--- src/rtl/adc_seq_pkg.sv ---
package adc_seq_pkg;
    localparam int unsigned REG_W   = 32;
    localparam int unsigned BIT_DIF = 5;
    localparam int unsigned BIT_GLO = 6;
    localparam int unsigned BIT_AUT = 8;
    localparam int unsigned BIT_IST = 9;
    localparam int unsigned BIT_ICV = 10;
    localparam int unsigned BIT_RST = 11;

    typedef struct packed {
        logic       irq_conv_en;
        logic       irq_settle_en;
        logic       auto_mode;
        logic [1:0] gain;
        logic       diff;
    } ctrl_t;
endpackage

--- src/rtl/adc_ctrl_reg.sv ---
module adc_ctrl_reg
    import adc_seq_pkg::*;
#(
    parameter int unsigned CHAN_W = 5
) (
    input  logic              clk,
    input  logic              rst_n,
    input  logic              reg_wr,
    input  logic [REG_W-1:0]  reg_wdata,
    input  logic              chan_wr,
    input  logic [CHAN_W-1:0] chan_wdata,
    output ctrl_t             ctrl,
    output logic [CHAN_W-1:0] chan,
    output logic              restart,
    output logic              abort
);
    typedef struct packed {
        ctrl_t             ctrl;
        logic [CHAN_W-1:0] chan;
    } st_t;

    st_t st_d, st_q;

    always_comb begin
        st_d    = st_q;
        restart = 1'b0;
        abort   = 1'b0;
        if (reg_wr) begin
            st_d.ctrl.irq_conv_en   = reg_wdata[BIT_ICV];
            st_d.ctrl.irq_settle_en = reg_wdata[BIT_IST];
            st_d.ctrl.auto_mode     = reg_wdata[BIT_AUT];
            st_d.ctrl.gain          = reg_wdata[BIT_GLO +: 2];
            st_d.ctrl.diff          = reg_wdata[BIT_DIF];
            abort                   = reg_wdata[BIT_RST];
            if ((st_d.ctrl.gain != st_q.ctrl.gain) || (st_d.ctrl.diff != st_q.ctrl.diff))
                restart = 1'b1;
        end
        if (chan_wr && (chan_wdata != st_q.chan)) begin
            st_d.chan = chan_wdata;
            restart   = 1'b1;
        end
    end

    always_ff @(posedge clk or negedge rst_n) begin
        if (!rst_n) st_q <= '0;
        else        st_q <= st_d;
    end

    assign ctrl = st_q.ctrl;
    assign chan = st_q.chan;
endmodule

--- src/rtl/adc_settle_timer.sv ---
module adc_settle_timer #(
    parameter int unsigned SETTLE_CYCLES = 1600
) (
    input  logic clk,
    input  logic rst_n,
    input  logic restart,
    input  logic abort,
    output logic busy,
    output logic done
);
    localparam int unsigned CNT_W = $clog2(SETTLE_CYCLES + 1);
    localparam logic [CNT_W-1:0] LOAD = CNT_W'(SETTLE_CYCLES);

    logic [CNT_W-1:0] cnt_d, cnt_q;

    always_comb begin
        cnt_d = cnt_q;
        if (abort)              cnt_d = '0;
        else if (restart)       cnt_d = LOAD;
        else if (cnt_q != '0)   cnt_d = cnt_q - 1'b1;
    end

    always_ff @(posedge clk or negedge rst_n) begin
        if (!rst_n) cnt_q <= '0;
        else        cnt_q <= cnt_d;
    end

    assign busy = (cnt_q != '0);
    assign done = (cnt_q == CNT_W'(1)) && !restart && !abort;
endmodule

--- src/rtl/adc_conv_track.sv ---
module adc_conv_track (
    input  logic clk,
    input  logic rst_n,
    input  logic auto_mode,
    input  logic settle_busy,
    input  logic settle_done,
    input  logic start_wr,
    input  logic conv_done,
    input  logic abort,
    output logic conv_start,
    output logic busy,
    output logic conv_end
);
    logic busy_d, busy_q;
    logic auto_go, man_go;

    always_comb begin
        auto_go    = auto_mode && settle_done;
        man_go     = start_wr && !settle_busy;
        conv_start = !abort && !busy_q && (auto_go || man_go);
        conv_end   = !abort && busy_q && conv_done;
        busy_d     = busy_q;
        if (abort)           busy_d = 1'b0;
        else if (conv_start) busy_d = 1'b1;
        else if (conv_end)   busy_d = 1'b0;
    end

    always_ff @(posedge clk or negedge rst_n) begin
        if (!rst_n) busy_q <= 1'b0;
        else        busy_q <= busy_d;
    end

    assign busy = busy_q;
endmodule

--- src/rtl/adc_irq_latch.sv ---
module adc_irq_latch #(
    parameter int unsigned NSRC = 2
) (
    input  logic            clk,
    input  logic            rst_n,
    input  logic [NSRC-1:0] set,
    input  logic            ack_wr,
    input  logic [NSRC-1:0] ack_data,
    input  logic            abort,
    output logic [NSRC-1:0] pending,
    output logic            irq
);
    logic [NSRC-1:0] pend_d, pend_q;

    always_comb begin
        for (int i = 0; i < NSRC; i++) begin
            pend_d[i] = pend_q[i];
            if (ack_wr && ack_data[i]) pend_d[i] = 1'b0;
            if (set[i])                pend_d[i] = 1'b1;
            if (abort)                 pend_d[i] = 1'b0;
        end
    end

    always_ff @(posedge clk or negedge rst_n) begin
        if (!rst_n) pend_q <= '0;
        else        pend_q <= pend_d;
    end

    assign pending = pend_q;
    assign irq     = |pend_q;
endmodule

--- src/rtl/adc_seq_ctrl.sv ---
module adc_seq_ctrl
    import adc_seq_pkg::*;
#(
    parameter int unsigned SETTLE_CYCLES = 1600,
    parameter int unsigned CHAN_W        = 5
) (
    input  logic              clk,
    input  logic              rst_n,
    input  logic              reg_wr,
    input  logic [31:0]       reg_wdata,
    output logic [31:0]       ctrl_rdata,
    input  logic              chan_wr,
    input  logic [CHAN_W-1:0] chan_wdata,
    input  logic              start_wr,
    input  logic              irq_ack_wr,
    input  logic [1:0]        irq_ack_data,
    input  logic              conv_done,
    output logic              conv_start,
    output logic              conv_abort,
    output logic [1:0]        gain_sel,
    output logic              diff_mode,
    output logic [CHAN_W-1:0] chan_sel,
    output logic              settle_busy,
    output logic              conv_busy,
    output logic [1:0]        irq_pending,
    output logic              irq
);
    ctrl_t ctrl;
    logic  restart, abort, settle_done, conv_end;
    logic [1:0] irq_set;

    adc_ctrl_reg #(.CHAN_W(CHAN_W)) u_reg (
        .clk(clk), .rst_n(rst_n), .reg_wr(reg_wr), .reg_wdata(reg_wdata),
        .chan_wr(chan_wr), .chan_wdata(chan_wdata), .ctrl(ctrl), .chan(chan_sel),
        .restart(restart), .abort(abort)
    );

    adc_settle_timer #(.SETTLE_CYCLES(SETTLE_CYCLES)) u_settle (
        .clk(clk), .rst_n(rst_n), .restart(restart), .abort(abort),
        .busy(settle_busy), .done(settle_done)
    );

    adc_conv_track u_conv (
        .clk(clk), .rst_n(rst_n), .auto_mode(ctrl.auto_mode),
        .settle_busy(settle_busy), .settle_done(settle_done), .start_wr(start_wr),
        .conv_done(conv_done), .abort(abort), .conv_start(conv_start),
        .busy(conv_busy), .conv_end(conv_end)
    );

    assign irq_set = {conv_end && ctrl.irq_conv_en, settle_done && ctrl.irq_settle_en};

    adc_irq_latch #(.NSRC(2)) u_irq (
        .clk(clk), .rst_n(rst_n), .set(irq_set), .ack_wr(irq_ack_wr),
        .ack_data(irq_ack_data), .abort(abort), .pending(irq_pending), .irq(irq)
    );

    always_comb begin
        ctrl_rdata                  = '0;
        ctrl_rdata[BIT_ICV]         = ctrl.irq_conv_en;
        ctrl_rdata[BIT_IST]         = ctrl.irq_settle_en;
        ctrl_rdata[BIT_AUT]         = ctrl.auto_mode;
        ctrl_rdata[BIT_GLO +: 2]    = ctrl.gain;
        ctrl_rdata[BIT_DIF]         = ctrl.diff;
    end

    assign gain_sel   = ctrl.gain;
    assign diff_mode  = ctrl.diff;
    assign conv_abort = abort;
endmodule

--- config.mk ---
export PLATFORM = sky130hd
export DESIGN_NAME = adc_seq_ctrl
export DESIGN_NICKNAME = d
export VERILOG_FILES = /design/src/rtl/adc_seq_pkg.sv /design/src/rtl/adc_ctrl_reg.sv /design/src/rtl/adc_settle_timer.sv /design/src/rtl/adc_conv_track.sv /design/src/rtl/adc_irq_latch.sv /design/src/rtl/adc_seq_ctrl.sv
export SDC_FILE = /design/constraint.sdc
export NUM_CORES = 1
export LEC_CHECK = 0
export ABC_AREA = 1
export BUFFER_PORTS_ARGS = -buffer_cell sky130_fd_sc_hd__buf_4
export CORE_MARGIN = 4
export CORE_UTILIZATION = 40
export DETAILED_ROUTE_END_ITERATION = 8
export PLACE_DENSITY = 0.76
export SLEW_MARGIN = 20
export SYNTH_ARGS = -nofsm -noshare
export SYNTH_HDL_FRONTEND = slang
export SYNTH_SLANG_ARGS = --single-unit
export TNS_END_PERCENT = 5
--- constraint.sdc ---
create_clock -name clk -period 1.7 [get_ports clk]
set_clock_uncertainty 0.1 [all_clocks]
set_input_delay 0.085 -clock clk [delete_from_list [all_inputs] [get_ports clk]]
set_output_delay 0.085 -clock clk [all_outputs]
set_load 0.03 [all_outputs]
==> results.toml, run 1 <==
[floorplan]
ios = 93
die_area_um2 = 5320
core_um2 = 4030
die_h_um = 73.0
initial_core_util_pct = 41.9
die_x_um = 73.0
fp-row-count = 23

[worst_setup_path]
cp-start-kind = "flip-flop"
arrival_ns = 1.74
cp-end-kind = "output pin"
cpPeakStageDelay_ns = 0.44
criticalPathCategory = "flip-flop to output pin"
r2r-end = "u_settle.cnt_q[6]$_DFFE_PN0P_"
crit_required_ns = 1.51
worst-path-buf-inv = 1
cp_top_family = "simple AND/OR/NAND/NOR gates"
crit_fanout = 4
reg2reg_from = "u_reg.chan[0]$_DFFE_PN0P_"
cp_slowest_cell = "dfrtp_2"
reg2reg_slack_ns = 0.02
reg2reg_depth = 11
cp_cell_sequence = "nor2_2, nor2_1, nor2_1, nand3_2, nand2_4, nand2_4, nor2_8, nand3_2, a21boi_4, buf_6"

[place]
port_buffers = 41
gp_congestion = 0.812
placed_cells = 286
post_dp_cell_area_um2 = 1970
hpwlAfterDp_mm = 2.57
post-place-ws_ns = 0.0332

[logic_synthesis]
synth_fa_ha_area_share_pct = 2.22
synth_flop_cell = "dfrtp_1"
yosysUniqueCellTypes = 33
synth_area_per_cell_um2 = 8.57
netlist_instances = 197
yosysSeqAreaShare_pct = 37.1
ys_warn_count = 0
synthesis.area_um2 = 1690
synth_seq_cells = 25
synth-async-reset-ratio_pct = 100
synth_top_family_by_area = "simple AND/OR/NAND/NOR gates"
muxShareOfSynthArea_pct = 4.00
synth_edf_count = 0
synth_xor_area_share_pct = 4.15
yosys.area_share.simple_pct = 25.3
synth_compound_area_share_pct = 8.23

[clock_tree]
cts_root_buf = "clkbuf_8"
cts_tree = "done"
htree_levels = 1
clkTransAtPathRegs_ns = 0.10
clk_latency_ns = 0.28
numCtsBuffers = 3
cts.path.max_buffers = 2
cts_sinks = 25

[pwr]
p_sw_mw = 0.679
clock_power_share_pct = 21.7
power_density_nw_per_um2 = 776
peakVddDrop_mv = 0.394
pwr-share-seq_pct = 40.2
fin_total_pwr_mw = 1.77
p_sw_share_pct = 38.4
leakagePower_nw = 1.13
internal-power_mw = 1.09
p_comb_share_pct = 38.1

[global_routing]
grt_pass1_wl_mm = 6.14
grt_usage_pct = 14.5
grt_overflow = 0
grt_pass1_vias = 1481
grt_antenna_before_repair = 0
grt_max_degree = 26

[sta]
max_freq_mhz = 521
worst_hold_slack_ns = 0.0393
setup-tns-final_ns = -0.221
finalSetupViolations = 1
timing.final.hold_violations = 0
rsz0062_at_grt = "true"
slew_viol_final = 0
finalCritPeriodShare_pct = 113
period_needed_ns = 1.92
setup_ws_ns = -0.221

[finish]
fin_util_pct = 56.6
syn2layout_area_growth_pct = 35.0
drive_gt1_share_pct = 34.5
diodes = 0
fin_cells = 314
nNetsFinal = 314
fin_area_um2 = 2280

[drt]
viasPerCell = 4.59
route.vias.total = 1441
wl_mm = 3.64
wl_per_cell_um = 11.6
first_iter_violations = 43
dr.pass1.iters = 4
drcViolationCount = 0
ant_nets = 0

[worst_hold_path]
hold_depth = 2
hp-class = "input port to flip-flop"
min-delay-start = "reg_wr"
hold_path_end = "u_reg.ctrl[2]$_DFFE_PN0P_"

[flow_run]
maxCapViolCount = 0

[run_status]
outcome = "finished, violations left"
violations = "setup timing"
cell families after synthesis:
family | Yosys count
AND/OR/NAND/NOR | 80
buffers and inverters | 53
flip-flops | 25
AO/OA/AOI/OAI | 21
XOR/XNOR | 8
multiplexers | 6
adder cells (fa/ha/maj) | 3
other | 1
sequential cells by signal, indices dropped and copies added, names as in the netlist:
signal / flops
u_reg.chan: 5
u_reg.ctrl: 6
u_conv.busy: 1
u_irq.pending: 2
u_settle.cnt_q: 11
area by class of cell:
type / instances / area [µm²]
timing repair buffer: 69 / 579
fill: 358 / 1750
clock inverter: 1 / 8.76
sequential: 25 / 631
clock buffer: 3 / 41.3
tap: 50 / 62.6
multi-input combinational: 144 / 871
inverter: 22 / 85.1
Yosys cell counts, types with 2 or more instances:
library cell	count	area, µm²
nor3_1	2	10.0
a211oi_2	3	37.5
buf_4	31	233
a21oi_1	5	25.0
o21bai_1	2	15.0
o21ai_0	8	40.0
nor3_2	2	20.0
nand3_1	11	55.1
nor2_4	2	22.5
nand2_4	2	22.5
xnor2_1	4	35.0
dfrtp_1	25	626
inv_2	3	11.3
mux2_2	6	67.6
ha_1	3	37.5
nand2_2	3	18.8
nor2_2	3	18.8
nand4_1	3	18.8
nor2_1	17	63.8
nand2_1	29	109
inv_1	18	67.6
xor2_1	4	35.0
cells in the final DEF (no fill, tap or decap), types with 4 or more instances in the layout:
cell,instances
a21oi_1,4
buf_4,45
conb_1,26
dfrtp_1,21
dfrtp_2,4
dlygate4sd3_1,23
inv_1,18
mux2_2,6
nand2_1,29
nand3_1,10
nor2_1,13
nor2_2,7
o21ai_0,8
xnor2_1,4
xor2_1,4
routing by layer:
metal	up-vias	GRT usage, %	wire length [µm]
li1	714	-	-
met1	675	16.3	1520
met2	45	27.4	1840
met3	7	2.34	221
met4	0	4.71	56
met5	-	0	0
how the worst max path moves through the flow:
| stage | from | endpoint | slack (ns) | depth (start not counted) |
|---|---|---|---|---|
| 5_1_grt | u_reg.chan[0]$_DFFE_PN0P_ | conv_start | -0.38 | 10 |
| 4_1_cts | u_reg.chan[0]$_DFFE_PN0P_ | conv_start | -0.20 | 10 |
| 3_3_place_gp | u_settle.cnt_q[8]$_DFFE_PN0P_ | conv_start | 0.07 | 8 |
| 6_report | u_reg.chan[0]$_DFFE_PN0P_ | conv_start | -0.22 | 10 |
| 3_5_place_dp | u_settle.cnt_q[8]$_DFFE_PN0P_ | conv_start | 0.03 | 8 |
| 2_1_floorplan | u_reg.chan[3]$_DFFE_PN0P_ | conv_start | 0.04 | 7 |
power by group through the flow:
stage | clock (mW) | combinational (mW) | sequential, mW
floorplan | 0 | 0.443 | 0.765
global placement | 0 | 0.603 | 0.718
detailed placement | 0 | 0.614 | 0.720
CTS | 0.394 | 0.666 | 0.708
global route | 0.416 | 0.737 | 0.720
finish | 0.384 | 0.674 | 0.711
repair_timing:
item / in CTS / in global routing
hold endpoints to repair: 39 / 0
gates cloned: 0 / 0
gates resized for setup: 4 / 4
hold buffers: 23 / 0
endpoints found under the setup margin: 1 / 14
buffers inserted: 1 / 0
pin swaps: 0 / 2
Note: power is estimated with default switching activity, not from simulation.
==> run 2, diff against run 1 <==
ABC_AREA = unset   (was 1)
PLACE_DENSITY = 0.78   (was 0.76)
==> results.toml, run 2 <==
[run_status]
outcome = "finished, violations left"
violations = "setup timing"

[floorplan]
die_area_um2 = 4850
die_x_um = 69.7
die_h_um = 69.7
fp-row-count = 22
initial_core_util_pct = 41.6
core_um2 = 3660
ios = 93

[finish]
fin_area_um2 = 2310
multi_input_area_um2 = 800
fin_cells = 294
regMostFlops = "u_settle.cnt_q"
final_common_cell = "buf_4"
largest_reg_flops = 11
ff_latch_area_um2 = 628
nNetsFinal = 296
drive_gt1_share_pct = 45.9
n_fill_cell = 309
diodes = 0
mostFrequentLayoutCells = "buf_4 (79), conb_1 (26), dfrtp_1 (23), nand2_1 (14), dlygate4sd3_1 (14)"
syn2layout_area_growth_pct = 51.6

[logic_synthesis]
ys_warn_count = 0
synth_top_area_share_pct = 41.1
yosysMostFrequentCell = "buf_4"
netlist_instances = 156
yosysUniqueCellTypes = 32
synthesis.area_um2 = 1520
synth_area_leader_cell = "dfrtp_1"
yosysSeqAreaShare_pct = 41.1
synth_area_leaders = "dfrtp_1 (41%), buf_4 (15%), mux2_2 (8.1%)"
netlist_top_cells_count = "buf_4 (30), dfrtp_1 (25), nand2_1 (14), mux2_2 (11), nor2_1 (11)"
synth_area_per_cell_um2 = 9.75
synth_flop_cell = "dfrtp_1"
synth_edf_count = 0
synth_seq_cells = 25
synth-async-reset-ratio_pct = 100

[drt]
drcViolationCount = 0
route.vias.total = 1325
first_iter_violations = 51
wl_per_cell_um = 12.2
dr.pass1.iters = 4
top_layer_used = "met4"
met2_wirelength_mm = 1.91
viasPerCell = 4.51
wl_mm = 3.58
wl_met3_um = 220
wl_met1_mm = 1.40
ant_nets = 0

[sta]
period_needed_ns = 2.27
max_freq_mhz = 440
finalCritPeriodShare_pct = 134
timing.final.hold_violations = 0
setup-tns-final_ns = -3.01
slew_viol_final = 0
finalSetupViolations = 14
rsz0062_at_grt = "true"
setup_ws_ns = -0.571

[worst_setup_path]
cp_slowest_cell = "or4b_4"
cp-end-kind = "flip-flop"
cp-start-kind = "flip-flop"
crit_required_ns = 1.76
cp_cell_sequence = "inv_2, ha_4, or4b_4, or4_4, or3_4, xor2_1, o21ai_2"
criticalPathCategory = "flip-flop to flip-flop"
crit_fanout = 2
reg2reg_depth = 7
arrival_ns = 2.34
cpPeakStageDelay_ns = 0.45

[place]
placed_cells = 268
post_dp_cell_area_um2 = 1980
hpwlAfterDp_mm = 2.59
gp_congestion = 0.810
port_buffers = 41

[worst_hold_path]
hp-class = "input port to flip-flop"
hold_depth = 2

[global_routing]
grt_pass1_vias = 1277
grt_usage_pct = 13.9
grt_max_degree = 26
grt_overflow = 0
grt_antenna_before_repair = 0
grt_pass1_wl_mm = 5.55

[pwr]
power_density_nw_per_um2 = 817
leakagePower_nw = 1.14
peakVddDrop_mv = 0.480

[clock_tree]
clk_latency_ns = 0.27
numCtsBuffers = 3
cts.path.max_buffers = 2
clkTransAtPathRegs_ns = 0.10
cts_sinks = 25
htree_levels = 1
cts_tree = "done"
cts_root_buf = "clkbuf_8"

[flow_run]
maxCapViolCount = 0
## run 2: where the power goes
part	total, mW	internal [mW]	switching (mW)
sequential	0.714	0.659	0.0553
clock	0.367	0.166	0.201
combinational	0.803	0.407	0.396
## run 2: area by class of cell
| cell class | instances | area share (%) |
|---|---|---|
| Clock buffer | 3 | 1.79 |
| Tap cell | 48 | 2.60 |
| Sequential cell | 25 | 27.2 |
| Inverter | 4 | 0.651 |
| Clock inverter | 1 | 0.325 |
| Timing Repair Buffer | 95 | 32.8 |
| Multi-Input combinational cell | 118 | 34.7 |
## run 2: kinds of logic (layout without fill, tap and decap cells)
group / Yosys count / count (layout) / synth area share, %
compound gates: 15 / 15 / 6.09
xor+xnor: 16 / 16 / 9.21
fa+ha+maj: 3 / 3 / 2.47
buf+inv: 38 / 103 / 16.8
flops: 25 / 25 / 41.1
mux: 11 / 11 / 8.14
other cells: 1 / 26 / 0.246
simple gates: 47 / 47 / 16.0
## run 2: metal layers
metal | vias to the layer above | global-route usage (%)
li1 | 646 | -
met1 | 631 | 15.7
met2 | 43 | 25.3
met3 | 5 | 2.90
met4 | 0 | 5.96
met5 | - | 0
## run 2: stage by stage
stage | worst slack (ns) | util, % | hold slack [ns] | power [mW]
5_1_grt | -0.619 | 63.0 | 0.00257 | 2.00
3_5_place_dp | -0.623 | 54.2 | -0.0873 | 1.41
6_report | -0.571 | 63.0 | 0.0116 | 1.88
2_1_floorplan | -0.611 | - | -0.311 | 1.16
3_3_place_gp | -0.540 | 54.2 | -0.0940 | 1.39
4_1_cts | -0.610 | 61.1 | 0.0101 | 1.84
## run 2: path summary, 6_finish.rpt
kind,start,endpoint,slack [ns]
setup / recovery,u_settle.cnt_q[1]$_DFFE_PN0P_,u_settle.cnt_q[10]$_DFFE_PN0P_,-0.57
hold / removal,chan_wr,u_reg.chan[0]$_DFFE_PN0P_,0.01
setup reg to reg,u_settle.cnt_q[1]$_DFFE_PN0P_,u_settle.cnt_q[10]$_DFFE_PN0P_,-0.57
hold reg to reg,u_reg.ctrl[5]$_DFFE_PN0P_,u_reg.ctrl[5]$_DFFE_PN0P_,0.45
max in group asynchronous,rst_n,u_settle.cnt_q[6]$_DFFE_PN0P_,1.09
min in group asynchronous,rst_n,u_reg.ctrl[3]$_DFFE_PN0P_,0.15
## run 2: critical path, delay by kind of cell (launching register included)
family                   cells  cell delay (ns)
XOR/XNOR                     1             0.16
buffers and inverters        1             0.09
AO/OA/AOI/OAI                1             0.06
adder cells (fa/ha/maj)      1             0.13
flip-flops                   1             0.40
AND/OR/NAND/NOR              3             1.22
## run 2: what timing repair did
| action | in CTS | in global routing |
|---|---|---|
| setup endpoints to repair | 15 | 15 |
| gates resized for setup | 13 | 7 |
| buffers inserted | 3 | 5 |
| hold endpoints to repair | 37 | 0 |
| hold buffers | 14 | 0 |
| pin swaps | 12 | 5 |
